===== src/rtl/cmdq_pkg.sv =====
package cmdq_pkg;
  localparam int STAT_W      = 32;
  localparam int FREE_W      = 12;
  localparam int POS_FB_BUSY = 24;
  localparam int POS_PP_BUSY = 25;
  localparam int POS_RD_ERR  = 30;
  localparam int POS_OVF     = 31;
  localparam int ERR_N       = 2;
  localparam int ERR_RD      = 0;
  localparam int ERR_OVF     = 1;
endpackage


===== src/rtl/cmdq_fifo.sv =====
module cmdq_fifo #(
  parameter int DEPTH = 16,
  parameter int W     = 40,
  localparam int PTR_W = (DEPTH > 1) ? $clog2(DEPTH) : 1,
  localparam int CNT_W = $clog2(DEPTH + 1)
) (
  input  logic             clk,
  input  logic             rst_n,
  input  logic             push,
  input  logic [W-1:0]     din,
  input  logic             pop,
  output logic [W-1:0]     dout,
  output logic [CNT_W-1:0] count
);
  logic [W-1:0]     mem [DEPTH];
  logic [PTR_W-1:0] wr_ptr, rd_ptr;

  function automatic logic [PTR_W-1:0] bump(input logic [PTR_W-1:0] p);
    return (p == PTR_W'(DEPTH - 1)) ? '0 : p + 1'b1;
  endfunction

  always_ff @(posedge clk) begin
    if (push) mem[wr_ptr] <= din;
  end

  always_ff @(posedge clk) begin
    if (!rst_n) begin
      wr_ptr <= '0;
      rd_ptr <= '0;
      count  <= '0;
    end else begin
      if (push) wr_ptr <= bump(wr_ptr);
      if (pop)  rd_ptr <= bump(rd_ptr);
      case ({push, pop})
        2'b10:   count <= count + 1'b1;
        2'b01:   count <= count - 1'b1;
        default: count <= count;
      endcase
    end
  end

  assign dout = mem[rd_ptr];
endmodule


===== src/rtl/cmdq_err_flags.sv =====
module cmdq_err_flags #(
  parameter int N = 2
) (
  input  logic         clk,
  input  logic         rst_n,
  input  logic [N-1:0] set,
  input  logic [N-1:0] clr,
  output logic [N-1:0] flags
);
  for (genvar i = 0; i < N; i++) begin : g_flag
    always_ff @(posedge clk) begin
      if (!rst_n)      flags[i] <= 1'b0;
      else if (set[i]) flags[i] <= 1'b1;
      else if (clr[i]) flags[i] <= 1'b0;
    end
  end
endmodule


===== src/rtl/cmdq_status_pack.sv =====
module cmdq_status_pack
  import cmdq_pkg::*;
#(
  parameter int DEPTH = 16,
  parameter int SLACK = 8,
  localparam int CNT_W = $clog2(DEPTH + 1)
) (
  input  logic [CNT_W-1:0]  count,
  input  logic              fb_busy,
  input  logic              pp_busy,
  input  logic [ERR_N-1:0]  errs,
  output logic [STAT_W-1:0] word
);
  localparam logic [FREE_W-1:0] TOP_FREE = FREE_W'(DEPTH + SLACK);

  always_comb begin
    word                 = '0;
    word[FREE_W-1:0]     = TOP_FREE - FREE_W'(count);
    word[POS_FB_BUSY]    = fb_busy;
    word[POS_PP_BUSY]    = pp_busy;
    word[POS_RD_ERR]     = errs[ERR_RD];
    word[POS_OVF]        = errs[ERR_OVF];
  end
endmodule


===== src/rtl/cmdq_status_ctrl.sv =====
module cmdq_status_ctrl
  import cmdq_pkg::*;
#(
  parameter int DEPTH = 16,
  parameter int SLACK = 8,
  parameter int CMD_W = 40
) (
  input  logic              clk,
  input  logic              rst_n,
  input  logic              cmd_valid,
  output logic              cmd_ready,
  input  logic [CMD_W-1:0]  cmd_data,
  output logic              eng_valid,
  input  logic              eng_ready,
  output logic [CMD_W-1:0]  eng_data,
  input  logic              eng_busy,
  input  logic              fb_busy,
  input  logic              rd_err,
  input  logic              csr_we,
  input  logic [STAT_W-1:0] csr_wdata,
  output logic [STAT_W-1:0] status
);
  localparam int CNT_W = $clog2(DEPTH + 1);

  logic [CNT_W-1:0] count;
  logic             full, push, pop;
  logic [ERR_N-1:0] err_set, err_clr, errs;
  logic             unused_wbits;

  assign full      = (count == CNT_W'(DEPTH));
  assign cmd_ready = !full;
  assign eng_valid = (count != '0);
  assign push      = cmd_valid && !full;
  assign pop       = eng_valid && eng_ready;

  cmdq_fifo #(.DEPTH(DEPTH), .W(CMD_W)) u_fifo (
    .clk   (clk),
    .rst_n (rst_n),
    .push  (push),
    .din   (cmd_data),
    .pop   (pop),
    .dout  (eng_data),
    .count (count)
  );

  always_comb begin
    err_set          = '0;
    err_clr          = '0;
    err_set[ERR_OVF] = cmd_valid && full;
    err_set[ERR_RD]  = rd_err;
    err_clr[ERR_OVF] = csr_we && csr_wdata[POS_OVF];
    err_clr[ERR_RD]  = csr_we && csr_wdata[POS_RD_ERR];
  end

  assign unused_wbits = ^csr_wdata[POS_RD_ERR-1:0];

  cmdq_err_flags #(.N(ERR_N)) u_errs (
    .clk   (clk),
    .rst_n (rst_n),
    .set   (err_set),
    .clr   (err_clr),
    .flags (errs)
  );

  cmdq_status_pack #(.DEPTH(DEPTH), .SLACK(SLACK)) u_pack (
    .count   (count),
    .fb_busy (fb_busy),
    .pp_busy (eng_valid || eng_busy),
    .errs    (errs),
    .word    (status)
  );
endmodule


===== config.mk =====
export PLATFORM = sky130hd
export DESIGN_NAME = cmdq_status_ctrl
export DESIGN_NICKNAME = d
export VERILOG_FILES = /design/src/rtl/cmdq_pkg.sv /design/src/rtl/cmdq_fifo.sv /design/src/rtl/cmdq_err_flags.sv /design/src/rtl/cmdq_status_pack.sv /design/src/rtl/cmdq_status_ctrl.sv
export SDC_FILE = /design/constraint.sdc
export NUM_CORES = 1
export LEC_CHECK = 0
export ABC_AREA = 1
export BUFFER_PORTS_ARGS = -buffer_cell sky130_fd_sc_hd__buf_2
export CAP_MARGIN = 20
export CORE_MARGIN = 3
export CORE_UTILIZATION = 60
export DETAILED_ROUTE_END_ITERATION = 16
export GPL_ROUTABILITY_DRIVEN = 1
export PLACE_DENSITY_LB_ADDON = 0.2
export SETUP_SLACK_MARGIN = 0.15
export SKIP_LAST_GASP = 1
export SYNTH_ARGS = -nofsm -noshare
export SYNTH_HDL_FRONTEND = slang
export SYNTH_HIERARCHICAL = 1
export SYNTH_SLANG_ARGS = --single-unit

===== constraint.sdc =====
create_clock -name clk -period 9.72 [get_ports clk]
set_clock_uncertainty 0.2 [all_clocks]
set_input_delay 1.944 -clock clk [delete_from_list [all_inputs] [get_ports clk]]
set_output_delay 1.944 -clock clk [all_outputs]
set_load 0.03 [all_outputs]

# Word-level counts from Yosys, hierarchy flattened
# Memory sizes are Yosys's and may differ from the RTL's. A register that Yosys moved wholly into a read port is not among the register bits.
# Index checks and enable logic that the tools add are counted.
[totals]
out_inout_bits = 74
mem_count = 1
mem_bits_rw = 640
regBits = 15
[memory_table]
columns = ["memory", "words", "width", "read_ports", "rd_clocked_by_memory_dff", "write_ports", "line_no", "rtl"]
rows = [
  ["u_fifo.mem", 16, 40, 1, 1, 1, "cmdq_fifo.sv:15", "logic [W-1:0] mem [DEPTH];"],
]
[op_classes]
add_sub_neg = 5
eq_ne = 5
n_reduce_logical = 11
mux = 11
[ops]
columns = ["operator", "count"]
rows = [
  ["$mux 4", 4],
  ["$pmux 5 s2", 1],
  ["$add 4x1->4 const B", 2],
  ["$eq 4x4->1 const B", 2],
  ["$mux 1", 6],
  ["$reduce_bool 2->1", 3],
  ["$sub 5x5->6 const A", 1],
  ["$add 5x1->5 const B", 1],
  ["$eq 5x5->1 const B", 1],
  ["$logic_and 1x1->1", 5],
  ["$reduce_bool 5->1", 1],
  ["$sub 5x1->5 const B", 1],
  ["$eq 2x1->1 const B", 1],
  ["$eq 2x2->1 const B", 1],
  ["$logic_not 1->1", 1],
  ["$logic_or 1x1->1", 1],
]

# Depth between registers and ports, before layout
[depth]
ltp_word = 5
mapped_depth = 17
mapped_depth_nobuf = 17

# Hierarchy
# The synthesis kept the hierarchy.
[by_module_without_submodules]
columns = ["mod", "instances", "cells_per_inst", "seq_area_each_um2", "area_each_um2"]
rows = [
  ["cmdq_fifo", 1, 2145, 19558.8, 27228.6],
  ["cmdq_status_pack", 1, 46, 0.0, 299.0],
  ["cmdq_status_ctrl", 1, 17, 0.0, 103.8],
  ["cmdq_err_flags", 1, 11, 40.0, 76.3],
]

# Least setup slack after synthesis
# Ideal clock, no wire load.
[synth_path]
kind = "input-to-reg"
start = "input port cmd_valid"
end = "memory u_fifo.mem[11][0], enable pin"
setup_ps = 437
slack_ps = 5112
t_arrival_ps = 3971
required_ps = 9083
stages = 4
cell_sequence = "nand2_1 > inv_1 > nand2_1 > nor2_1"
[synth_via]
elab_chain_cells = 3
[synth_rtl]
columns = ["item", "line_no", "rtl"]
rows = [
  ["from (decl)", "cmdq_status_ctrl.sv:10", "input logic cmd_valid,"],
  ["$logic_and 1x1->1", "cmdq_status_ctrl.sv:33", "assign push = cmd_valid && !full;"],
  ["named net push", "cmdq_status_ctrl.sv:26", "logic full, push, pop;"],
  ["$mux 1", "cmdq_fifo.sv:23", "if (push) mem[wr_ptr] <= din;"],
  ["$mux 1 (implied by the code)", "cmdq_fifo.sv:23", ""],
  ["to (decl)", "cmdq_fifo.sv:15", ""],
]
# The timed path passes the listed nets, and every way through them passes these cells.

==> key figures <==
Power
  • Power per Cell Area: between 200 and 250 nW/µm²
  • Lkg Pwr: 11.1 nW
  • Pwr Total: 7.55 mW
  • Max VDD drop: roughly 0.27 mV

Synthesis
  • Async SR Flop Fraction: 0%
  • Post-Synth Adder-Cell Area: less than 1%
  • Post-synth cell types: 31
  • Post-synthesis sequential area ratio: 70.7%
  • Xor/xnor share of the synthesized area: 0.158%
  • Post-Synth Simple-Gate Area: 8.46%
  • Synth Area in Compound Gates: 11.9%
  • EDFF count, synth: 640
  • Synth Area per Inst: about 12 µm²
  • Largest family of logic cells by synthesized area: compound AO/OA/AOI/OAI gates
  • Post-synthesis mux area share: 0%
  • Synth Flop Type: edfxtp_1
  • Yosys reg bits: 659
  • Mapped Area: approximately 28000 µm²
  • Synth warn: 6
  • Cells after Synth: 2219

STA
  • Worst slew pin tran: 1.12 ns
  • RSZ-0062 raised after global routing: false
  • Hold Fails Final Rpt: 0
  • Final Cycle Share: around three fifths
  • Period minus WS final: 5.66 ns
  • Pins Over Slew Limit: 0
  • Setup-failing EPs final: 0
  • Highest clock rate: 177 MHz
  • Max_slew headroom: 25.6%
  • Total negative slack: 0 ns

Cells and area
  • Non-Filler Instances: 2923
  • Share of cells above drive strength 1: 14.1%
  • Commonest non-fill, non-tap cell in the layout: edfxtp_1
  • Fill cell count: around 3200
  • Storage element area: 19600 µm²
  • Nets: 2363
  • Multi-input gate area: 6000 µm²
  • Area Overhead vs Synth: 10.3%
  • Highest-count cells in the layout ignoring fill and taps: 640 x edfxtp_1, 354 x inv_1, 248 x nand3_1

GRT
  • First-pass GRT wire length: 92400 µm
  • Grt ovf: 0
  • Antenna violations before repair: 4
  • Vias in the first global route: 16100
  • Tot GR Track Use: roughly 25%
  • Pin count of the biggest net entering global routing: about 240

Worst hold path
  • Hold WC Path Type: reg2reg

Clocking
  • Clock Sinks: around 660
  • Post-CTS Setup Bufs: 0
  • Root Driver: clkbuf_16
  • Num CTS Buffers: 66
  • Worst-Skew Late Latency: 0.59 ns
  • Hold-fix buffers, CTS: 0
  • Clock slew at reported path FFs: about 0.060 ns
  • Maximum buffer depth of the clock tree: 3
  • CTS tree: yes
  • H-tree depth reported by CTS: 3
  • Post_cts resized: 0

Floorplanning
  • Starting Density: 60.9%
  • Num rows: 78
  • Die Area: 48800 µm²
  • Die X: roughly 220 µm
  • Core footprint: 45500 µm²
  • Die height: 221 µm
  • I/O pin total: about 150

Critical path
  • Required @ worst endpoint: approximately 7.6 ns
  • CP Capture Type: output port
  • Critical path class: reg2out
  • Critical Path AT: 3.51 ns
  • CP max FO: about 240
  • Worst setup SP type: register

Placement
  • # port buffers: about 110
  • Final HPWL DP: 30900 µm
  • Total placed cells including tap cells: 2804
  • GP Congestion: 0.761

Routing
  • DRT iter0 DRCs: 1688
  • DR WL/cell: 20.7 µm
  • Drt drc: 0
  • Via Count: roughly 17000
  • WL final: approximately 60000 µm
  • Pre-Repair DR Iteration Count: 5
  • Vias/cell: 5.75
  • Final ANT Viol Nets: 0

Outcome
  • Status: complete, no violations

Run
  • Maxcap violations: 0
critical path, stage by stage (launching register included):
cell,delay [ns]
dfxtp_4,1.01
buf_12,0.70
o21ai_0,0.25
nand3_1,0.13
nand3_1,0.09
nand2_1,0.18
buf_2,0.23
through the flow:
| step | setup slack, ns | util [%] | instance area [µm²] | hold WS, ns |
|---|---|---|---|---|
| 6_report | 4.06 | 67.2 | 30600 | 0.264 |
| 5_1_grt | 3.89 | 67.2 | 30600 | 0.298 |
| 4_1_cts | 3.93 | 67.1 | 30500 | 0.267 |
| 3_5_place_dp | 4.61 | 62.6 | 28500 | 0.258 |
| 3_3_place_gp | 4.66 | 62.6 | 28500 | 0.249 |
| 2_1_floorplan | 5.11 | - | 27800 | 0.236 |
per-layer routing:
| layer | part of all wire [%] | GRT usage [%] |
|---|---|---|
| met1 | 41 | 33.0 |
| met2 | 49 | 40.7 |
| met3 | 6.4 | 3.99 |
| met4 | 3.4 | 10.2 |
| met5 | 0.021 | 0 |
logic make-up (layout without fill, tap and decap cells):
kind of cell / Yosys count / count (layout)
flops: 659 / 659
buf+inv: 517 / 603
compound gates: 500 / 500
xor+xnor: 5 / 5
fa+ha+maj: 10 / 10
simple gates: 527 / 527
other cells: 1 / 19
final cells by class:
| type | count | area share, % |
|---|---|---|
| multi-input cells | 1058 | 19.6 |
| diodes | 3 | 0.0246 |
| well taps | 600 | 2.46 |
| repair buffers | 131 | 2.55 |
| clock inverters | 24 | 0.508 |
| clock buffers | 91 | 6.26 |
| inverters | 357 | 4.39 |
| flip-flops and latches | 659 | 64.2 |
sequential cells by signal, indices dropped and copies added, names as in the netlist, named ones only:
| signal | cells |
|---|---|
| u_fifo/wr_ptr | 4 |
| u_fifo/mem | 640 |
| u_errs/flags | 2 |
| u_fifo/count | 5 |
| u_fifo/rd_ptr | 4 |
report_power, final:
| group | switching (mW) | internal (mW) | leakage, nW |
|---|---|---|---|
| registers | 0.102 | 3.21 | 5.94 |
| logic | 1.28 | 0.541 | 4.14 |
| clock network | 0.997 | 1.42 | 1.01 |
| total | 2.38 | 5.18 | 11.1 |
final timing paths:
check                                                   from                            to  slack [ns]  depth (start not counted)
worst max-delay path                                register                  eng_data[31]        4.06                          6
worst min-delay path            u_errs/flags[1]$_SDFFE_PN0P_  u_errs/flags[1]$_SDFFE_PN0P_        0.26                          2
worst max register to register  u_fifo/count[2]$_SDFFE_PN0P_    u_fifo/mem[7][3]$_DFFE_PP_        6.53                          7
worst min register to register  u_errs/flags[1]$_SDFFE_PN0P_  u_errs/flags[1]$_SDFFE_PN0P_        0.26                          2
synth_stat cells, types with 2 or more instances:
library cell / number / area (µm²)
dfxtp_1: 19 / 380
nor2_4: 2 / 22.5
ha_1: 10 / 125
buf_6: 24 / 270
o211ai_2: 80 / 1000
buf_1: 16 / 60.1
inv_1: 355 / 1330
nor3_1: 3 / 15.0
nor2_1: 28 / 105
buf_4: 28 / 210
a21oi_1: 170 / 851
o21ai_0: 168 / 841
nand3_1: 248 / 1240
edfxtp_1: 640 / 19200
nand2_1: 238 / 893
nor2_2: 2 / 12.5
buf_2: 47 / 235
o211ai_1: 80 / 601
clkbuf_1: 45 / 169
xor2_1: 4 / 35.0
inv_2: 2 / 7.51
(Power assumes the default switching activity.)
